## src/rtl/nec_tx_pkg.sv

```systemverilog
package nec_tx_pkg;

  typedef enum logic [2:0] {
    PH_IDLE,
    PH_LEAD_LO,
    PH_LEAD_HI,
    PH_BIT_LO,
    PH_BIT_HI,
    PH_TAIL_LO
  } phase_e;

  // Microsecond duration to clock cycles, truncated.
  function automatic int unsigned us_to_cycles(input longint unsigned hz,
                                               input longint unsigned us);
    return int'((hz * us) / 64'd1_000_000);
  endfunction

endpackage

```

## src/rtl/nec_tx_timer.sv

```systemverilog
module nec_tx_timer #(
  parameter int unsigned W = 19
) (
  input  logic         clk_i,
  input  logic         rst_ni,
  input  logic         load_i,
  input  logic [W-1:0] len_i,
  output logic         expire_o
);

  logic [W-1:0] cnt_q;

  always_ff @(posedge clk_i or negedge rst_ni) begin
    if (!rst_ni)              cnt_q <= '0;
    else if (load_i)          cnt_q <= len_i;
    else if (cnt_q != '0)     cnt_q <= cnt_q - 1'b1;
  end

  assign expire_o = (cnt_q == '0);

  // an expired timer stays at zero until reloaded
  p_no_wrap_r7: assert property (@(posedge clk_i) disable iff (!rst_ni)
    (!load_i && cnt_q == '0) |=> (cnt_q == '0));

endmodule

```

## src/rtl/nec_tx_shifter.sv

```systemverilog
module nec_tx_shifter #(
  parameter int unsigned WORD_W = 32
) (
  input  logic              clk_i,
  input  logic              rst_ni,
  input  logic              load_i,
  input  logic              shift_i,
  input  logic [WORD_W-1:0] word_i,
  output logic              bit_o,
  output logic              last_o
);

  localparam int unsigned IDX_W = $clog2(WORD_W);

  logic [WORD_W-1:0] sr_q;
  logic [IDX_W-1:0]  idx_q;

  always_ff @(posedge clk_i or negedge rst_ni) begin
    if (!rst_ni) begin
      sr_q  <= '0;
      idx_q <= '0;
    end else if (load_i) begin
      sr_q  <= word_i;
      idx_q <= '0;
    end else if (shift_i) begin
      sr_q  <= sr_q >> 1;
      idx_q <= idx_q + 1'b1;
    end
  end

  assign bit_o  = sr_q[0];
  assign last_o = (idx_q == IDX_W'(WORD_W - 1));

  // no shift past the final payload bit
  p_idx_bound_r5: assert property (@(posedge clk_i) disable iff (!rst_ni)
    last_o |-> !shift_i);

endmodule

```

## src/rtl/nec_tx.sv

```systemverilog
module nec_tx
  import nec_tx_pkg::*;
#(
  parameter int unsigned CLK_HZ = 50_000_000,
  parameter int unsigned ADDR_W = 16,
  parameter int unsigned DATA_W = 8
) (
  input  logic              clk_i,
  input  logic              rst_ni,
  input  logic              start_i,
  input  logic [ADDR_W-1:0] addr_i,
  input  logic [DATA_W-1:0] data_i,
  output logic              ir_o,
  output logic              busy_o,
  output logic              done_o
);

  localparam int unsigned WORD_W  = ADDR_W + 2 * DATA_W;
  localparam int unsigned N_LEADL = us_to_cycles(CLK_HZ, 9000);
  localparam int unsigned N_LEADH = us_to_cycles(CLK_HZ, 4500);
  localparam int unsigned N_BURST = us_to_cycles(CLK_HZ, 560);
  localparam int unsigned N_ONE   = us_to_cycles(CLK_HZ, 1690);
  localparam int unsigned CNT_W   = $clog2(N_LEADL + 1);

  phase_e           ph_q, ph_d;
  logic             ir_q, done_q;
  logic             load, shift, expire, cur_bit, last_bit, accept;
  logic [CNT_W-1:0] len;

  assign accept = (ph_q == PH_IDLE) && start_i;

  always_comb begin
    ph_d  = ph_q;
    load  = 1'b0;
    shift = 1'b0;
    len   = '0;
    unique case (ph_q)
      PH_IDLE: if (start_i) begin
        ph_d = PH_LEAD_LO; load = 1'b1; len = CNT_W'(N_LEADL - 1);
      end
      PH_LEAD_LO: if (expire) begin
        ph_d = PH_LEAD_HI; load = 1'b1; len = CNT_W'(N_LEADH - 1);
      end
      PH_LEAD_HI: if (expire) begin
        ph_d = PH_BIT_LO; load = 1'b1; len = CNT_W'(N_BURST - 1);
      end
      PH_BIT_LO: if (expire) begin
        ph_d = PH_BIT_HI; load = 1'b1;
        len  = cur_bit ? CNT_W'(N_ONE - 1) : CNT_W'(N_BURST - 1);
      end
      PH_BIT_HI: if (expire) begin
        load = 1'b1; len = CNT_W'(N_BURST - 1);
        if (last_bit) ph_d = PH_TAIL_LO;
        else begin
          ph_d = PH_BIT_LO; shift = 1'b1;
        end
      end
      PH_TAIL_LO: if (expire) ph_d = PH_IDLE;
      default: ph_d = PH_IDLE;
    endcase
  end

  always_ff @(posedge clk_i or negedge rst_ni) begin
    if (!rst_ni) begin
      ph_q   <= PH_IDLE;
      ir_q   <= 1'b1;
      done_q <= 1'b0;
    end else begin
      ph_q   <= ph_d;
      ir_q   <= !(ph_d == PH_LEAD_LO || ph_d == PH_BIT_LO || ph_d == PH_TAIL_LO);
      done_q <= (ph_q == PH_TAIL_LO) && (ph_d == PH_IDLE);
    end
  end

  nec_tx_timer #(.W(CNT_W)) u_timer (
    .clk_i    (clk_i),
    .rst_ni   (rst_ni),
    .load_i   (load),
    .len_i    (len),
    .expire_o (expire)
  );

  nec_tx_shifter #(.WORD_W(WORD_W)) u_shifter (
    .clk_i   (clk_i),
    .rst_ni  (rst_ni),
    .load_i  (accept),
    .shift_i (shift),
    .word_i  ({~data_i, data_i, addr_i}),
    .bit_o   (cur_bit),
    .last_o  (last_bit)
  );

  assign ir_o   = ir_q;
  assign busy_o = (ph_q != PH_IDLE);
  assign done_o = done_q;

  // line is high whenever no frame is in progress
  p_idle_high_r1: assert property (@(posedge clk_i) disable iff (!rst_ni)
    !busy_o |-> ir_o);

  // done lasts one cycle
  p_done_single_r10: assert property (@(posedge clk_i) disable iff (!rst_ni)
    done_o |=> !done_o);

  // done coincides with the end of busy
  p_done_ends_busy_r10: assert property (@(posedge clk_i) disable iff (!rst_ni)
    done_o |-> (!busy_o && $past(busy_o)));

  // while busy, start never reloads the leader
  p_busy_ignores_start_r9: assert property (@(posedge clk_i) disable iff (!rst_ni)
    (busy_o && start_i && ph_q != PH_TAIL_LO) |=> busy_o);

endmodule

```

## config.mk

```make
export PLATFORM = sky130hd
export DESIGN_NAME = nec_tx
export DESIGN_NICKNAME = d
export VERILOG_FILES = /design/src/rtl/nec_tx_pkg.sv /design/src/rtl/nec_tx_timer.sv /design/src/rtl/nec_tx_shifter.sv /design/src/rtl/nec_tx.sv
export SDC_FILE = /design/constraint.sdc
export NUM_CORES = 1
export LEC_CHECK = 0
export BUFFER_PORTS_ARGS = -buffer_cell sky130_fd_sc_hd__clkbuf_2
export CAP_MARGIN = 20
export CORE_MARGIN = 4
export CORE_UTILIZATION = 35
export DETAILED_ROUTE_END_ITERATION = 10
export PLACE_DENSITY = 0.6
export SLEW_MARGIN = 10
export SYNTH_ARGS = -nofsm -noshare
export SYNTH_HDL_FRONTEND = slang
export SYNTH_SLANG_ARGS = --single-unit
```

## constraint.sdc

```tcl
create_clock -name clk_i -period 4.55 [get_ports clk_i]
set_input_delay 0.455 -clock clk_i [delete_from_list [all_inputs] [get_ports clk_i]]
set_output_delay 0.455 -clock clk_i [all_outputs]
set_load 0.01 [all_outputs]
```

# Word level (Yosys, flattened, before mapping)

Cells that the tools add are included.

Add/sub/neg operators: 2
Eq/ne operators: 9
Multiplexer cells: 26
Bitwise logic cells: 1
Reduce and logical (&&, ||, !) cells: 14

Operators by type and width:

| cell                                               | number |
|---|---|
| case mux 19 bit (4 select lines)                   | 1 |
| 2-to-1 mux 32 bit                                  | 2 |
| 2-to-1 mux 19 bit                                  | 3 |
| 2-to-1 mux 17 bit                                  | 2 |
| 2-to-1 mux 3 bit                                   | 7 |
| logical NOT 19 bit                                 | 1 |
| nonzero test 19 bit                                | 1 |
| subtractor 19 x 1 -> 19 bit, second input constant | 1 |
| 2-to-1 mux 18 bit                                  | 1 |
| case mux 3 bit (6 select lines)                    | 1 |
| 2-to-1 mux 15 bit                                  | 1 |
| 2-to-1 mux 5 bit                                   | 2 |
| == test 3 x 2 -> 1 bit, second input constant      | 3 |
| == test 3 bit, second input constant               | 3 |
| inverter 8 bit                                     | 1 |
| == test 3 x 1 -> 1 bit, second input constant      | 2 |
| logical NOT 3 bit                                  | 2 |
| adder 5 x 1 -> 5 bit, second input constant        | 1 |
| == test 5 bit, second input constant               | 1 |
| 2-to-1 mux 1 bit                                   | 5 |
| nonzero test 2 bit                                 | 2 |
| OR reduction 4 bit                                 | 1 |
| nonzero test 3 bit                                 | 1 |
| logical AND 1 bit                                  | 2 |
| 4 further kinds                                    | 5 |

Bits in registers: 61
Output and inout bits: 3
Logic and storage cells: 58

# Longest topological paths before layout

Depth in word-level cells: 8
Mapped depth: 9
Gate-level depth less buffers: 7

# By module

A second synthesis with hierarchy kept.

Cells, all modules: 350
Area total of the unflattened synthesis: 3,358.2 um2

Modules (own cells, without submodules):

| module         | instances | cells each | area an instance (um2) | seq. area each (um2) |
|---|---|---|---|---|
| nec_tx_shifter | 1         | 161        | 1,766.7                | 925.9 |
| nec_tx_timer   | 1         | 127        | 1,117.3                | 475.5 |
| nec_tx         | 1         | 62         | 474.2                  | 126.4 |

# Least setup slack after synthesis

Ideal clock, no wire load.

Path kind: reg2reg
Start: register u_shifter.idx_q[0]
End: register u_shifter.sr_q[28]
Setup time: 136 ps
Arrival time: 2,018 ps
Slack: 2,397 ps
Cell stages (with the launch flop): 10
Path buffers: 2
Clock period less this slack: 2,153 ps
Cell sequence: dfrtp_1 ha_1 and3_1 ha_1 or3_4 nor3_2 buf_6 buf_12 mux2i_1 a21boi_1

Cells in the longest elaborated chain, start to end: 5

Ends and longest elaborated chain:

| element                             | RTL line             | RTL |
|---|---|---|
| from (decl)                         | nec_tx_shifter.sv:16 | `logic [IDX_W-1:0] idx_q;` |
| from (signal assigned)              | nec_tx_shifter.sv:27 | `idx_q <= idx_q + 1'b1;` |
| == test 5 bit                       | nec_tx_shifter.sv:32 | `assign last_o = (idx_q == IDX_W'(WORD_W - 1));` |
| 2-to-1 mux 1 bit                    | nec_tx.sv:53         | `if (last_bit) ph_d = PH_TAIL_LO;` |
| 2-to-1 mux 1 bit                    | nec_tx.sv:51         | `PH_BIT_HI: if (expire) begin` |
| 2-to-1 mux 1 bit                    | nec_tx.sv:37         | `unique case (ph_q)` |
| nonzero test 2 bit (no source line) | -                    |  |
| to (signal assigned)                | nec_tx_shifter.sv:23 | `sr_q <= word_i;` |
| to (signal assigned)                | nec_tx_shifter.sv:26 | `sr_q <= sr_q >> 1;` |
| to (decl)                           | nec_tx_shifter.sv:15 | `logic [WORD_W-1:0] sr_q;` |

Every way passes these cells.
A chain may end at the register's enable or synchronous reset.

# Worst setup path after layout

Start: register u_shifter.idx_q[0]
End: register u_shifter.sr_q[24]

Same word-level chain as after synthesis.

==> metrics <==
setup TNS 0 ns; Post-Layout Inst Area 3600 sq um; Yosys reg bits 61; Die H 104 microns; skew final 0.0112 ns; hold buffers post-CTS 0; Net Count, Synth 349; Rows 34; dpl cells 443; later-pin clock latency in the skew report 0.34 ns; GRT Overall Usage 0.129; most frequent cell after synthesis dfrtp_1; starting density of the core 0.364; DR DRC count 0; crit end category register; worst relative slew slack 0.382; critical path fanouts, max 34; GR Util met2 0.186; DP Wirelength 4600 microns; TritonCTS Buffers 9; worst-margin pin slew 0.927 ns; Sw Share 0.272; Post-Syn Instances 319; initial antenna violation count 0; nets 376; Routed WL 6510 microns; Synth Cell Area 3210 sq um; sequential share of power 0.523; Synth top cells by count 60 x dfrtp_1, 38 x nand2_1, 32 x mux2i_1; Mean Syn Cell Area 10.1 sq um; area delta synth->final 12.1%; post-synth top area cell dfrtp_1; cts repair resizes 0; IO buf count 29; met3 global-route usage 0.0299; final hold violations 0; drt pass-1 iters 4; Ys Warns 0; largest net degree at the start of global routing 56; Comb pwr share 0.120; Max Cap Viol 0; RSZ-0062 raised after global routing no; postcts setup bufs 0; class of the worst hold path primary input to asynchronous set/reset pin; DRT antenna net count 0; core box area 8810 sq um; post-synthesis sequential area ratio 0.476; clk buf depth 2; CP Class register to register; required time worst endpoint 4.72 ns; clock root buffer clkbuf_8; final core occ 0.408; vias per cell 5.13; layout cells sized above 1 0.166; Reg clk slew, reported paths 0.06 ns; Placed Area 3400 sq um; Yosys cell types 49; Final Slew Violations 0; GRT Max-Usage Layer met2; area share of the largest cell type after synthesis 0.468; Iter 0 DRT Violations 121; Leak Pwr 1.40 nW; outcome completed; Clock power frac 0.357; Worst Setup Start Kind register; leading post-synthesis cells by cell area dfrtp_1 47%, mux2i_1 10%, nand2_1 4.4%, o21ai_1 3.7%, xnor2_1 3.0%; Die X 104 microns; post-DR wirelength/cell 14.2 microns; met1 usage 0.185; Post-synth EDFFs 0; Top FF cell, synth dfrtp_1; fmax 0.398 GHz; gpl congestion 0.825; CTS tree done; DR vias 2349; power density over the cells 375 nW/um^2; clk sink count 61; DIE AREA 10800 sq um; antenna cells 0; switching power total 367 uW; Max H-tree Level 3; first-pass GRT wire length 11500 microns; remaining global-route overflow 0; Tmin final 2.52 ns; Post-synth ARST share 1.00; Power Internal 981 uW; Finished Layout Cells 458; Final Cycle Share 0.553; CP arrival 2.69 ns; top-level I/O count 30; Layout fillers 865; VDD IR max 0.000120 V; Design Power 1.35 mW; vias in the first global route 2284; Final Setup Violations 0
[flip-flops by register name, indices dropped and copies added (netlist names)]
register and flops:
ir_o 1, u_shifter.sr_q 32, ph_q 3, u_shifter.idx_q 5, u_timer.cnt_q 19, done_o 1
[per-layer routing]
metal  vias up  share of wire
li1       1190              -
met1      1114           0.49
met2        40           0.46
met3         5          0.039
met4         0          0.011
met5         -              0
[layout make-up]
class	count	area, sq um	share of cell area
Multi-Input combinational cell	237	1550	0.432
Timing Repair Buffer	31	160	0.0445
Clock inverter	4	47.5	0.0132
Tap cell	108	135	0.0376
Clock buffer	11	151	0.0421
Sequential cell	61	1530	0.425
Inverter	6	22.5	0.00626
[through the flow]
| step | hold slack (ns) | setup WS (ns) |
|---|---|---|
| 4_1_cts | 0.0774 | 2.01 |
| 3_3_place_gp | 0.453 | 2.07 |
| 5_1_grt | 0.105 | 1.82 |
| 6_report | 0.0756 | 2.03 |
| 3_5_place_dp | 0.447 | 2.02 |
| 2_1_floorplan | 0.159 | 2.40 |
[power by group through the flow]
stage | Sequential [mW] | Clock, mW | Combinational (mW)
floorplan | 0.693 | 0 | 0.123
global placement | 0.711 | 0 | 0.161
detailed placement | 0.712 | 0 | 0.166
CTS | 0.705 | 0.496 | 0.165
global route | 0.719 | 0.519 | 0.190
finish | 0.705 | 0.481 | 0.162
[cell families (layout without fill, tap and decap cells)]
| kind of cell | after synthesis | after routing | share of synthesized area |
|---|---|---|---|
| adders and majority gates | 3 | 3 | 0.0117 |
| and+or+nand+nor | 122 | 122 | 0.210 |
| xor gates and xnor gates | 17 | 17 | 0.0464 |
| buffers and inverters | 21 | 52 | 0.0425 |
| muxes | 32 | 32 | 0.0998 |
| DFF | 61 | 61 | 0.476 |
| AOI/OAI and AO/OA | 63 | 63 | 0.114 |
[worst paths after layout]
| check | startpoint | endpoint | slack (ns) | cells after the start |
|---|---|---|---|---|
| hold reg to reg | u_timer.cnt_q[0] | u_timer.cnt_q[0] | 0.50 | 1 |
| min in group clk_i | addr_i[15] | u_shifter.sr_q[15] | 0.32 | 3 |
| max in group asynchronous | rst_ni | u_shifter.sr_q[12] | 3.56 | 2 |
| setup reg to reg | u_shifter.idx_q[0] | u_shifter.sr_q[24] | 2.03 | 8 |
| setup / recovery | u_shifter.idx_q[0] | u_shifter.sr_q[24] | 2.03 | 8 |
| hold / removal | rst_ni | u_timer.cnt_q[12] | 0.08 | 1 |
[cells in the final DEF, fill, tap and decap left out, drive strengths merged, types with 2 or more instances in the layout]
master	instances
dfrtp	60
clkbuf	40
nand2	38
o21ai	38
mux2i	32
nor2	20
nor3	15
nand3	13
xnor2	11
a21oi	8
nor4	7
inv	6
xor2	6
or3	6
a21boi	6
nand4	5
nor2b	4
and3	3
nand2b	3
ha	3
and2	3
a21o	2
and4	2
clkinv	2
buf	2
[worst max-delay path: stages (launching register included)]
cell and delay, ns:
dfrtp_1 0.40, ha_1 0.21, and3_1 0.18, ha_1 0.20
or3_4 0.42, nor3_4 0.11, buf_4 0.48, mux2i_1 0.23
a21boi_0 0.10
Power figures use the tool's default switching activity.
